===== config.mk =====
export PLATFORM = sky130hd
export DESIGN_NAME = quirk_spi_reader
export DESIGN_NICKNAME = d
export VERILOG_FILES = /design/src/rtl/qsr_pkg.sv /design/src/rtl/qsr_tick.sv /design/src/rtl/qsr_xlate.sv /design/src/rtl/qsr_ctrl.sv /design/src/rtl/quirk_spi_reader.sv
export SDC_FILE = /design/constraint.sdc
export NUM_CORES = 1
export LEC_CHECK = 0
export BUFFER_PORTS_ARGS = -buffer_cell sky130_fd_sc_hd__buf_2
export CORE_ASPECT_RATIO = 1.25
export CORE_UTILIZATION = 45
export CTS_BUF_LIST = sky130_fd_sc_hd__clkbuf_16
export DETAILED_ROUTE_END_ITERATION = 6
export GPL_TIMING_DRIVEN = 1
export SLEW_MARGIN = 20
export SYNTH_ARGS = -nofsm -noshare
export SYNTH_HDL_FRONTEND = slang
export SYNTH_SLANG_ARGS = --single-unit

===== constraint.sdc =====
create_clock -name clk -period 2.91 [get_ports clk]
set_input_delay 0 -clock clk [delete_from_list [all_inputs] [get_ports clk]]
set_output_delay 0 -clock clk [all_outputs]
set_load 0.005 [all_outputs]

===== src/rtl/qsr_pkg.sv =====
package qsr_pkg;
    localparam int CMD_BITS  = 8;
    localparam int ADDR_BITS = CMD_BITS - 1;
    localparam int BYTE_BITS = 8;
    localparam int MAX_BYTES = 2;
    // Edges per transaction: two per bit, command plus the longest data phase.
    localparam int EDGE_MAX  = 2 * (CMD_BITS + BYTE_BITS * MAX_BYTES);
    localparam int EDGE_W    = $clog2(EDGE_MAX);

    typedef enum logic [1:0] {
        S_IDLE,
        S_LEAD,
        S_XFER,
        S_TAIL
    } qsr_state_e;
endpackage


===== src/rtl/qsr_tick.sv =====
module qsr_tick #(
    parameter int HALF = 4
) (
    input  logic clk,
    input  logic rst_n,
    input  logic run,
    output logic tick
);
    localparam int CW = (HALF > 1) ? $clog2(HALF) : 1;
    localparam logic [CW-1:0] TOP = CW'(HALF - 1);

    logic [CW-1:0] cnt;

    always_ff @(posedge clk or negedge rst_n) begin
        if (!rst_n) begin
            cnt <= '0;
        end else if (!run || cnt == TOP) begin
            cnt <= '0;
        end else begin
            cnt <= cnt + 1'b1;
        end
    end

    assign tick = run && (cnt == TOP);

    // Half periods are at least two cycles, so ticks never come back to back.
    assert_tick_gap_R2: assert property (@(posedge clk) disable iff (!rst_n)
        tick |=> !tick);
endmodule


===== src/rtl/qsr_xlate.sv =====
module qsr_xlate import qsr_pkg::*; (
    input  logic [ADDR_BITS-1:0] req_addr,
    input  logic                 align_mode,
    output logic [ADDR_BITS-1:0] wire_addr,
    output logic                 two_byte
);
    always_comb begin
        two_byte  = align_mode & req_addr[0];
        wire_addr = req_addr;
        if (two_byte) begin
            wire_addr[0] = 1'b0;
        end
    end
endmodule


===== src/rtl/qsr_ctrl.sv =====
module qsr_ctrl import qsr_pkg::*; (
    input  logic                 clk,
    input  logic                 rst_n,
    input  logic                 start,
    input  logic                 tick,
    input  logic [ADDR_BITS-1:0] wire_addr,
    input  logic                 two_byte,
    input  logic                 miso,
    output logic                 busy,
    output logic                 done,
    output logic [BYTE_BITS-1:0] rdata,
    output logic                 sclk,
    output logic                 cs_n,
    output logic                 mosi
);
    localparam logic [EDGE_W-1:0] LAST_ONE  = EDGE_W'(2 * (CMD_BITS + BYTE_BITS) - 1);
    localparam logic [EDGE_W-1:0] LAST_TWO  = EDGE_W'(EDGE_MAX - 1);
    localparam logic [EDGE_W-2:0] CMD_IDX   = (EDGE_W-1)'(CMD_BITS);
    localparam logic [EDGE_W-1:0] HOLD_FROM = EDGE_W'(2 * CMD_BITS);

    qsr_state_e state_q, state_d;

    logic [EDGE_W-1:0]    edge_cnt;
    logic [EDGE_W-1:0]    edge_now;
    logic [EDGE_W-1:0]    last_edge;
    logic [EDGE_W-2:0]    bit_idx;
    logic [CMD_BITS-1:0]  cmd_sh;
    logic [BYTE_BITS-1:0] rx_sh;
    logic                 two_byte_q;
    logic                 in_cmd;
    logic                 edge_go;

    assign last_edge = two_byte_q ? LAST_TWO : LAST_ONE;
    assign edge_now  = (state_q == S_LEAD) ? '0 : edge_cnt;
    assign bit_idx   = edge_now[EDGE_W-1:1];
    assign in_cmd    = bit_idx < CMD_IDX;
    assign edge_go   = tick && (state_q == S_LEAD || state_q == S_XFER);
    assign busy      = (state_q != S_IDLE);

    // State register
    always_ff @(posedge clk or negedge rst_n) begin
        if (!rst_n) begin
            state_q <= S_IDLE;
        end else begin
            state_q <= state_d;
        end
    end

    // Transitions
    always_comb begin
        state_d = state_q;
        unique case (state_q)
            S_IDLE:  if (start) state_d = S_LEAD;
            S_LEAD:  if (tick) state_d = S_XFER;
            S_XFER:  if (tick && edge_cnt == last_edge) state_d = S_TAIL;
            S_TAIL:  if (tick) state_d = S_IDLE;
            default: state_d = S_IDLE;
        endcase
    end

    // Registered outputs and datapath
    always_ff @(posedge clk or negedge rst_n) begin
        if (!rst_n) begin
            sclk       <= 1'b1;
            cs_n       <= 1'b1;
            mosi       <= 1'b1;
            done       <= 1'b0;
            rdata      <= '0;
            rx_sh      <= '0;
            cmd_sh     <= '0;
            edge_cnt   <= '0;
            two_byte_q <= 1'b0;
        end else begin
            done <= 1'b0;
            if (state_q == S_IDLE && start) begin
                cs_n       <= 1'b0;
                cmd_sh     <= {1'b1, wire_addr};
                two_byte_q <= two_byte;
                edge_cnt   <= '0;
            end
            if (edge_go) begin
                edge_cnt <= edge_now + 1'b1;
                if (!edge_now[0]) begin
                    sclk <= 1'b0;
                    if (in_cmd) begin
                        mosi   <= cmd_sh[CMD_BITS-1];
                        cmd_sh <= {cmd_sh[CMD_BITS-2:0], 1'b0};
                    end
                end else begin
                    sclk <= 1'b1;
                    if (!in_cmd) begin
                        rx_sh <= {rx_sh[BYTE_BITS-2:0], miso};
                    end
                end
            end
            if (state_q == S_TAIL && tick) begin
                cs_n  <= 1'b1;
                done  <= 1'b1;
                rdata <= rx_sh;
            end
        end
    end

    assert_sclk_idle_R1: assert property (@(posedge clk) disable iff (!rst_n)
        cs_n |-> sclk);
    assert_cs_in_busy_R1: assert property (@(posedge clk) disable iff (!rst_n)
        !cs_n |-> busy);
    assert_mosi_on_fall_R3: assert property (@(posedge clk) disable iff (!rst_n)
        !$stable(mosi) |-> $fell(sclk));
    assert_mosi_hold_R3: assert property (@(posedge clk) disable iff (!rst_n)
        (busy && edge_cnt > HOLD_FROM) |=> $stable(mosi));
    assert_done_single_R7: assert property (@(posedge clk) disable iff (!rst_n)
        done |=> !done);
    assert_rdata_steady_R7: assert property (@(posedge clk) disable iff (!rst_n)
        !done |-> $stable(rdata));
    assert_busy_ends_done_R8: assert property (@(posedge clk) disable iff (!rst_n)
        $fell(busy) |-> done);
endmodule


===== src/rtl/quirk_spi_reader.sv =====
module quirk_spi_reader import qsr_pkg::*; #(
    parameter int CLK_DIV = 8
) (
    input  logic                 clk,
    input  logic                 rst_n,
    input  logic                 start,
    input  logic [ADDR_BITS-1:0] addr,
    input  logic                 align_mode,
    output logic                 busy,
    output logic                 done,
    output logic [BYTE_BITS-1:0] rdata,
    output logic                 sclk,
    output logic                 cs_n,
    output logic                 mosi,
    input  logic                 miso
);
    localparam int HALF = CLK_DIV / 2;

    logic                 tick;
    logic [ADDR_BITS-1:0] wire_addr;
    logic                 two_byte;

    qsr_tick #(.HALF(HALF)) u_tick (
        .clk  (clk),
        .rst_n(rst_n),
        .run  (busy),
        .tick (tick)
    );

    qsr_xlate u_xlate (
        .req_addr  (addr),
        .align_mode(align_mode),
        .wire_addr (wire_addr),
        .two_byte  (two_byte)
    );

    qsr_ctrl u_ctrl (
        .clk      (clk),
        .rst_n    (rst_n),
        .start    (start),
        .tick     (tick),
        .wire_addr(wire_addr),
        .two_byte (two_byte),
        .miso     (miso),
        .busy     (busy),
        .done     (done),
        .rdata    (rdata),
        .sclk     (sclk),
        .cs_n     (cs_n),
        .mosi     (mosi)
    );
endmodule


After elaboration in Yosys (flattened, before gate mapping)
Index checks and enable logic that the tools add are counted.
- flip-flop bits (word level): 39
- latch bits: 0
- RAM bits: 0
- bits in read-only memories: 0
- input bits: 12
- output and inout port bits: 13
- memories: 0
- add/subtract/negate cells: 2
- multipliers: 0
- div/mod/pow operators: 0
- $lt $le $gt $ge: 1
- eq/ne operators: 9
- shift-type cells: 0
- muxes and demuxes: 19
- bitwise operators: 3
- reductions and logical operators: 15
- operators by type and width (operator ; number):
    $mux W8 ; 4
    $mux W6 ; 4
    $mux W2 ; 5
    $pmux W2 S4 ; 1
    $add A6 B1 Y6 const B ; 1
    $eq A2 B2 Y1 const B ; 3
    $eq A6 B6 Y1 ; 1
    $reduce_and A3 Y1 ; 2
    $reduce_bool A2 Y1 ; 3
    $logic_and A1 B1 Y1 ; 5
    $lt A5 B4 Y1 const B ; 1
    $mux W1 ; 5
    $ne A2 B1 Y1 const B ; 2
    $ne A2 B2 Y1 const B ; 2
    $reduce_and A4 Y1 ; 1
    $add A2 B1 Y2 const B ; 1
    $eq A2 B1 Y1 const B ; 1
    $logic_not A2 Y1 ; 1
    $logic_or A1 B1 Y1 ; 2
    $not A1 Y1 ; 2
    $and A1 B1 Y1 ; 1
    $logic_not A1 Y1 ; 1

Depth between registers and ports, before layout
- depth in word-level cells: 6
- gate-level depth with buffers: 9
- mapped depth without buffers: 9

Cells and area by module
Synthesis repeated with hierarchy kept, for this count alone.
- cell total of the unflattened synthesis: 153
- area, all modules: 1813.0 um2
- by module, submodules not included (module ; times used ; cells an instance ; area an instance (um2) ; sequential area each (um2)):
    qsr_ctrl ; 1 ; 139 ; 1660.3 ; 929.6
    qsr_tick ; 1 ; 6 ; 91.3 ; 50.0
    qsr_xlate ; 1 ; 8 ; 61.3 ; 0.0

Worst setup path after synthesis
OpenSTA, ideal clock, no wires.
- path type: reg2reg
- start point: reg u_ctrl.state_q[0]
- end point: reg u_ctrl.state_q[1]
- library setup time: 0.125 ns
- arrival time: 1.619 ns
- required time: 2.785 ns
- path slack: 1.167 ns
- stages on the path, launching flop included: 7
- path buffers: 0
- path through: dfrtp_1 > inv_1 > ha_1 > nor4b_1 > o22ai_1 > a21oi_1 > mux2_2
- longest elaborated chain between the ends: 5
- RTL lines (item ; RTL line ; RTL):
    start: declaration ; qsr_ctrl.sv:21 ; qsr_state_e state_q, state_d;
    start signal: assignment ; qsr_ctrl.sv:45 ; state_q <= state_d;
    $reduce_bool A2 Y1 ; qsr_ctrl.sv:38 ; assign busy = (state_q != S_IDLE);
    $logic_and A1 B1 Y1 ; qsr_tick.sv:24 ; assign tick = run && (cnt == TOP);
    $logic_and A1 B1 Y1 ; qsr_ctrl.sv:55 ; S_XFER: if (tick && edge_cnt == last_edge) state_d = S_TAIL;
    $ne A2 B2 Y1 (no source line) ; -- ;
    $reduce_and A4 Y1 (no source line) ; -- ;
Several ways; a longest one is shown, not always the timed one.
A chain may end at the register's enable or synchronous reset.

Worst setup path in the final report
- start point: reg u_ctrl.state_q[1]
- end point: reg u_ctrl.state_q[1]
Same word-level chain as after synthesis.

==> summary.md <==
| Metric | Value |
|---|---|
| Yosys top cell area share | `0.479` |
| Nets | `slightly above 200` |
| Sequential share of power | `0.371` |
| Final core utilization | `0.583` |
| DRT antenna net count | `0` |
| Slew @ Worst Pin | `approximately 0.84 ns` |
| First-pass iteration count of the detailed router | `4` |
| Register area share after synthesis | `0.521` |
| Outcome | `finished clean` |
| Combinational power share | `0.290` |
| CTS HTree Levels | `2` |
| Clk_lat worst skew | `0.28 ns` |
| Total global-route track usage | `0.167` |
| Die width | `approximately 60 um` |
| Design Area, Final | `approximately 2300 um^2` |
| First-pass GRT wire length | `roughly 5.6 mm` |
| Top-count cell post-synth | `dfrtp_1` |
| CTS root buffer | `clkbuf_16` |
| Net switching power | `between 0.0006 and 0.0007 W` |
| Final Wtd Congestion | `around 0.79` |
| DRC | `0` |
| Fin. max-slew vios | `0` |
| Placement Setup Slack | `slightly above 0.9 ns` |
| Clk_skew | `around 0.0024 ns` |
| Post-Syn Area | `around 1900 um^2` |
| Internal power | `0.00143 W` |
| Arrival time of the worst setup path | `2.17 ns` |
| Main synth FF type | `dfrtp_1` |
| Gr ovfl total | `0` |
| Layout Area Growth over Synthesis | `20.2%` |
| Worst-path clk slew | `around 0.06 ns` |
| Pwr/cell area | `906 nW/um^2` |
| Max Fclk | `0.497 GHz` |
| Max-cap violations | `0` |
| Final setup TNS | `0 ns` |
| Num rows | `25` |
| Largest net degree at the start of global routing | `40` |
| Startpoint class of the critical path | `flip-flop` |
| Area leader, netlist | `dfrtp_1` |
| Via count | `about 1300` |
| Worst IR Drop VDD | `0.433 mV` |
| Hold_ws | `roughly 0.026 ns` |
| CTS tree | `done` |
| Rel. slew slack | `0.441` |
| CTS buffer count | `5` |
| Die Span Y | `roughly 74 um` |
| Required time of the critical path | `3.07 ns` |
| Synth top cells by count | `36 x dfrtp_1, 17 x mux2_2, 10 x o21ai_0, 9 x nand2_1, 8 x ha_1` |
| Number of antenna violations at the first check in global routing | `0` |
| Diode count | `0` |
| Routed vias/inst | `about 5.3` |
| Worst hold path type | `input pin to flip-flop` |
| Die ar. | `around 4400 um^2` |
| Sw frac | `0.301` |
| HPWL after detailed placement | `~2.3 mm` |
| Number of synthesis warnings | `0` |
| DR WL/cell | `between 10 and 15 um` |
| CORE AREA | `3880 um^2` |
| Final Hold Viols | `0` |
| Critical-path maximum fanout | `13` |
| RSZ-0062 raised after global routing | `false` |
| Syn Area/Cell | `~12 um^2` |
| Yosys reg bits | `39` |
| Final Cycle Share | `0.691` |
| Final WS setup | `between 0.8 and 0.9 ns` |
| Post-CTS Setup Inserts | `0` |
| Mapped Cells | `approximately 150` |
| Clock network power share | `0.339` |
| Clk sinks | `39` |
| Lkg Pwr | `between 1 and 1.5 nW` |
| Initial DRC Count | `50` |
| Final setup viols | `0` |
| I/O pin cnt | `25` |
| Synth top area cells | `dfrtp_1 48%, mux2_2 10%, ha_1 5.3%` |
| Proportion of layout cells with a drive suffix above 1 | `0.370` |
| Crit. End Element | `flip-flop` |
| CTS Buffer Depth | `2` |
| Final min period | `between 2 and 2.5 ns` |
| Vias in the first global route | `1292` |
| Post-synth EDFFs | `0` |
| Post-Route WL | `roughly 3.3 mm` |
| I/O Buffers | `24` |
| Dpl cell area | `between 2000 and 2500 um^2` |
| Syn nets | `roughly 170` |
| Kind of critical path | `flip-flop to flip-flop` |
| Starting Density | `0.485` |
| Post-synth ARST share | `1.00` |
| Post-synth cell types | `37` |
## power by group through the flow
| stage | clock network (W) | logic (W) | registers [W] |
|---|---|---|---|
| 2_1_floorplan | 0 | 0.000490 | 0.000748 |
| 3_3_place_gp | 0 | 0.000571 | 0.000762 |
| 3_5_place_dp | 0 | 0.000597 | 0.000769 |
| 4_1_cts | 0.000709 | 0.000601 | 0.000761 |
| 5_1_grt | 0.000723 | 0.000668 | 0.000774 |
| 6_report | 0.000693 | 0.000594 | 0.000760 |
## worst max-delay path: stages, from the launching register on
cell,delay [ns]
dfrtp_1,0.40
inv_1,0.12
ha_1,0.34
nor4b_1,0.30
o22ai_1,0.15
a21oi_1,0.23
mux2_2,0.36
## layer usage
| layer | wire length [um] | share of wire | vias to the layer above | global-route usage |
|---|---|---|---|---|
| li1 | - | - | 605 | - |
| met4 | 28 | 0.0085 | 0 | 0.0543 |
| met5 | 0 | 0 | - | 0 |
| met2 | 1710 | 0.52 | 27 | 0.298 |
| met3 | 109 | 0.033 | 4 | 0.0470 |
| met1 | 1430 | 0.44 | 622 | 0.192 |
## worst paths after layout
| check | from | endpoint | slack (ns) | depth (start not counted) |
|---|---|---|---|---|
| hold reg to reg | u_tick.cnt[0] | u_tick.cnt[0] | 0.44 | 1 |
| min in group asynchronous | rst_n | u_ctrl.edge_cnt[2] | 0.37 | 2 |
| hold / removal | addr[1] | u_ctrl.cmd_sh[1] | 0.03 | 3 |
| max in group asynchronous | rst_n | u_ctrl.rdata[2] | 2.02 | 2 |
| setup / recovery | u_ctrl.state_q[1] | u_ctrl.state_q[1] | 0.90 | 6 |
| setup reg to reg | u_ctrl.state_q[1] | u_ctrl.state_q[1] | 0.90 | 6 |
## cell type report
class	instances	area, um^2
tap	54	67.6
sequential	39	980
timing repair buffer	28	160
clock buffer	5	125
multi-input combinational	102	835
inverter	7	26.3
clock inverter	3	67.6
fill	360	1620
## kinds of logic (layout without fill, tap and decap cells)
group           Yosys count  in the layout  synth area share
mux                      24             24             0.142
fa+ha+maj                 8              8            0.0532
compound gates           30             30             0.105
simple gates             40             40             0.144
buf+inv                  12             43            0.0353
flops                    39             39             0.521
## sequential cells by signal (all words and copies together), names as in the netlist
signal and count:
u_ctrl.cs_n 1, u_ctrl.mosi 1, u_ctrl.state_q 2, u_ctrl.rx_sh 8, u_ctrl.done 1, u_ctrl.rdata 8, u_ctrl.two_byte_q 1, u_ctrl.cmd_sh 8
u_ctrl.edge_cnt 6, u_ctrl.sclk 1, u_tick.cnt 2
## cells in the final DEF, fill, tap and decap left out, types with 2 or more instances in the layout
cell type | netlist | final
and3b_1 | 2 | 2
o22ai_1 | 2 | 2
mux2i_1 | 6 | 6
clkbuf_16 | 0 | 5
mux2_2 | 17 | 17
nor2b_1 | 2 | 2
nor2_2 | 3 | 3
nor2_1 | 5 | 5
dfrtp_1 | 36 | 36
bufinv_16 | 0 | 2
nor3b_1 | 4 | 4
ha_1 | 8 | 8
buf_2 | 2 | 24
nor3_1 | 3 | 3
dfstp_2 | 3 | 3
nand2_1 | 9 | 9
nand3_1 | 3 | 3
o21ai_0 | 10 | 10
inv_1 | 7 | 7
dlygate4sd3_1 | 0 | 4
a21oi_1 | 7 | 7
a21oi_2 | 5 | 5
## stage by stage
step,instances,total power (W)
3_3_place_gp,226,0.00133
5_1_grt,238,0.00217
6_report,238,0.00205
3_5_place_dp,226,0.00137
4_1_cts,238,0.00207
2_1_floorplan,153,0.00124
## timing repair
action / CTS / global route
hold buffers: 4 / 0
endpoints found under the setup margin: 0 / 0
resized for setup: 0 / 0
hold endpoints to repair: 38 / 0
Note: power is estimated with default switching activity, not from simulation.
